===== src/rtl/pp_pwm_gen.sv =====
module pp_pwm_gen #(
  parameter int CNT_W   = 8,
  parameter int SS_STEP = 4
) (
  input  logic             clk,
  input  logic             rst_n,
  input  logic             en,
  input  logic             fault,
  input  logic [CNT_W-1:0] err_word,
  input  logic [CNT_W-1:0] dt_limit,
  output logic             drv_a,
  output logic             drv_b
);
  localparam logic [CNT_W-1:0] TOP = {CNT_W{1'b1}};
  localparam int STEP_W = (SS_STEP > 1) ? $clog2(SS_STEP) : 1;
  localparam logic [STEP_W-1:0] STEP_LAST = STEP_W'(SS_STEP - 1);

  logic [CNT_W-1:0]  cnt, err_q, lim_q, ss;
  logic [STEP_W-1:0] step;
  logic              phase;

  logic             run, wrap, live;
  logic [CNT_W-1:0] floor_v, thr;

  assign run     = en & ~fault;
  assign wrap    = (cnt == TOP);
  assign floor_v = ~lim_q;
  assign thr     = (err_q > ss) ? err_q : ss;
  assign live    = (cnt > thr);

  always_ff @(posedge clk or negedge rst_n) begin
    if (!rst_n) begin
      cnt   <= '0;
      err_q <= TOP;
      lim_q <= '0;
    end else begin
      cnt <= cnt + 1'b1;
      if (wrap) begin
        err_q <= err_word;
        lim_q <= dt_limit;
      end
    end
  end

  always_ff @(posedge clk or negedge rst_n) begin
    if (!rst_n)
      phase <= 1'b0;
    else if (wrap && thr != TOP)
      phase <= ~phase;
  end

  always_ff @(posedge clk or negedge rst_n) begin
    if (!rst_n) begin
      ss   <= TOP;
      step <= '0;
    end else if (!run) begin
      ss   <= TOP;
      step <= '0;
    end else if (wrap) begin
      if (ss < floor_v) begin
        ss <= floor_v;
      end else if (step == STEP_LAST) begin
        step <= '0;
        if (ss > floor_v) ss <= ss - 1'b1;
      end else begin
        step <= step + 1'b1;
      end
    end
  end

  assign drv_a = run & live & phase;
  assign drv_b = run & live & ~phase;
endmodule


===== config.mk =====
export PLATFORM = sky130hd
export DESIGN_NAME = pp_pwm_gen
export DESIGN_NICKNAME = d
export VERILOG_FILES = /design/src/rtl/pp_pwm_gen.sv
export SDC_FILE = /design/constraint.sdc
export NUM_CORES = 1
export LEC_CHECK = 0
export BUFFER_PORTS_ARGS = -buffer_cell sky130_fd_sc_hd__buf_2
export CORE_ASPECT_RATIO = 0.9
export CORE_MARGIN = 1
export CORE_UTILIZATION = 60
export DETAILED_ROUTE_END_ITERATION = 12
export PLACE_DENSITY = 0.86
export SLEW_MARGIN = 20
export SYNTH_ARGS = -nofsm -noshare
export SYNTH_HDL_FRONTEND = slang
export SYNTH_SLANG_ARGS = --single-unit

===== constraint.sdc =====
create_clock -name clk -period 5.3 [get_ports clk]
set_input_delay 0.53 -clock clk [delete_from_list [all_inputs] [get_ports clk]]
set_output_delay 0.53 -clock clk [all_outputs]
set_load 0.05 [all_outputs]

==> flow_metrics.env <==
export IMPL_ys_seq_area_frac=0.3723
export IMPL_synth_top_cell_area_share=0.1976
export IMPL_avgViaCountPerCell=6.086
export IMPL_wl_per_cell_um=16.49
export IMPL_final_max_slew_violation_count=0
export IMPL_rsz0062_at_grt="false"
export IMPL_finalNonFillerCells=324
export IMPL_irDropWorstVdd_mv=0.1680
export IMPL_yosys_warnings=0
export IMPL_grt_max_degree=36
export IMPL_dr_first_iter_drc_count=172
export IMPL_hold_viol=0
export IMPL_drive_gt1_frac=0.2122
export IMPL_chipWidth_um=68.75
export IMPL_worstMarginPinSlew_ns=1.090
export IMPL_antenna_left=0
export IMPL_power_internal_uw=369.7
export IMPL_cts_path_max_buffers=2
export IMPL_grt_pass1_wl_um=8790
export IMPL_cts_num_sinks=35
export IMPL_leakagePower_uw=0.001301
export IMPL_crit_chain="inv_1 > ha_1 > nor2b_1 > o211ai_1 > a21oi_1 > o22ai_1 > buf_4 > mux2i_1 > ha_1 > nor2b_1 > o21a_1 > o21a_1 > o21ai_0 > a221oi_1 > and2_1 > buf_2"
export IMPL_avgSynthCellArea_um2=9.362
export IMPL_setup_viol=0
export IMPL_cts_made_buffers=5
export IMPL_syn_cell_area_mm2=0.002406
export IMPL_die_area_mm2=0.004268
export IMPL_finClkSkew_ns=0.003850
export IMPL_rows=21
export IMPL_insertion_delay_ns=0.30
export IMPL_post_route_period_util=0.7588
export IMPL_final_cell_mix="52 x nand2_1, 27 x ha_1, 21 x buf_2"
export IMPL_drv_cap=0
export IMPL_hold_path_class="in -> async"
export IMPL_clock_fmax_mhz=248.7
export IMPL_ctsResizeCount=0
export IMPL_synth_nets=304
export IMPL_start_util=0.6359
export IMPL_p_sw_uw=114.4
export IMPL_core_mm2=0.003784
export IMPL_outcome="finished clean"
export IMPL_slowest_stage="dfstp_2"
export IMPL_critPathMaxFanout=10
export IMPL_h_tree_depth=2
export IMPL_dpl_cell_count=316
export IMPL_yosysTopAreaCell="dfrtp_1"
export IMPL_required_ns=4.77
export IMPL_io_pins=22
export IMPL_portBuffers=21
export IMPL_drc_errors=0
export IMPL_wirelength_um=5343
export IMPL_finalCriticalPeriod_ns=4.021
export IMPL_cp_end_kind="primary output"
export IMPL_die_h_um=62.08
export IMPL_p_sw_frac=0.2363
export IMPL_synth_seq_cells=35
export IMPL_maxSlewHeadroom=0.2691
export IMPL_worstSetupStartpointType="flip-flop"
export IMPL_cp_arrival_ns=3.49
export IMPL_power_share_clock=0.388
export IMPL_overflow=0
export IMPL_slowest_delay_ns=0.57
export IMPL_seqCellArea_um2=895.9
export IMPL_dr_pass1_iters=4
export IMPL_tns_ns=0
export IMPL_layout_nets=324
export IMPL_multi_input_area_mm2=0.001404
export IMPL_gp_congestion=0.9332
export IMPL_postCtsHoldBufs=0
export IMPL_final_common_cell="nand2_1"
export IMPL_cts_tree="yes"
export IMPL_ys_async_sr_fraction=1.000
export IMPL_postCtsSetupRepairBufs=0
export IMPL_synth_flop_cell="dfrtp_1"
export IMPL_diodes=0
export IMPL_antenna_found_initial=0
export IMPL_synth_top_cells_by_area="dfrtp_1 20%, dfstp_2 17%, ha_1 14%"
export IMPL_grt_pass1_vias=1810
export IMPL_yosysUniqueCellTypes=50
export IMPL_critical_path_class="reg -> out"
export IMPL_pwr_share_comb=0.056
export IMPL_syn_inst=257
export IMPL_power_density_mw_per_mm2=185.8
export IMPL_clkTransAtPathRegs_ns=0.07
export IMPL_grtUsageTotal=0.2941
export IMPL_seqPwrFrac=0.556
export IMPL_fillers=297
export IMPL_cts_root_buf="clkbuf_8"
export IMPL_synth_edf_count=0
export IMPL_num_vias=1972
export IMPL_hpwl_um=3925
export IMPL_area_delta_synth_final_pct=8.320
[worst paths after layout]
check,start,endpoint,slack (ns),cells after the start
min in group clk,err_word[1],err_q[1],0.41,3
max in group asynchronous,rst_n,cnt[7],4.53,1
max reg2reg,ss[5],ss[3],2.52,6
min reg2reg,phase,phase,0.48,1
max,ss[1],drv_a,1.28,16
min,rst_n,lim_q[2],0.30,1
[through the flow]
step	area, µm²	power [µW]	setup slack (ns)	hold WS (ns)	utilization
floorplan	2406	287.2	1.352	0.2344	-
global placement	2522	300.5	1.685	0.4698	0.6667
detailed placement	2522	300.8	1.613	0.4751	0.6667
CTS	2606	487.5	1.274	0.3314	0.6888
global route	2606	502.5	1.052	0.3562	0.6888
finish	2606	484.1	1.279	0.2977	0.6888
[metal layers]
| layer | global-route usage | vias up | part of all wire |
|---|---|---|---|
| li1 | - | 975 | - |
| met1 | 0.3956 | 896 | 0.45 |
| met2 | 0.4244 | 91 | 0.45 |
| met3 | 0.1296 | 10 | 0.092 |
| met4 | 0.09621 | 0 | 0.011 |
| met5 | 0 | - | 0 |
[state kept, by name, summed over array words and instances, names as in the netlist]
signal  cells
cnt         8
err_q       8
lim_q       8
ss          8
step        2
phase       1
[synth_stat cells, drive strengths merged, types with 3 or more instances]
cell / n
dfrtp: 19
xnor2: 4
nand3: 5
o22ai: 3
and4: 4
a221o: 4
nor2: 7
nand3b: 3
o21a: 4
mux2i: 13
dfstp: 16
o21ai: 19
ha: 27
nand2: 52
nand4: 9
inv: 12
buf: 4
nor3: 6
xor2: 3
clkbuf: 6
nor2b: 5
a21oi: 10
[kinds of logic after synthesis]
family / share of synthesized area
and+or+nand+nor: 0.2070
DFF: 0.3723
muxes: 0.05408
xor gates and xnor gates: 0.02548
adders and majority gates: 0.1404
AOI/OAI and AO/OA: 0.1565
buffers and inverters: 0.04420
[cell type report]
class	instances	share of cell area
repair buffers	23	0.04609
multi-input cells	200	0.5386
flip-flops and latches	35	0.3437
clock inverters	3	0.005761
clock buffers	5	0.02640
inverters	12	0.01728
well taps	46	0.02208
[power groups by stage]
stage / logic [µW] / clock network, µW / registers (µW)
5_1_grt: 30.4 / 203 / 269
4_1_cts: 27.4 / 191 / 269
3_3_place_gp: 26.9 / 0 / 274
3_5_place_dp: 27.2 / 0 / 274
6_report: 27.1 / 188 / 269
2_1_floorplan: 13.7 / 0 / 273
[critical path: cells and delay by family, from the launching register on]
| family | cells | cell delay (ns) |
|---|---|---|
| flops | 1 | 0.57 |
| buf+inv | 3 | 0.49 |
| simple gates | 3 | 0.44 |
| fa+ha+maj | 2 | 0.55 |
| mux | 1 | 0.21 |
| compound gates | 7 | 0.94 |
No activity file was read; power rests on OpenSTA's default activity.
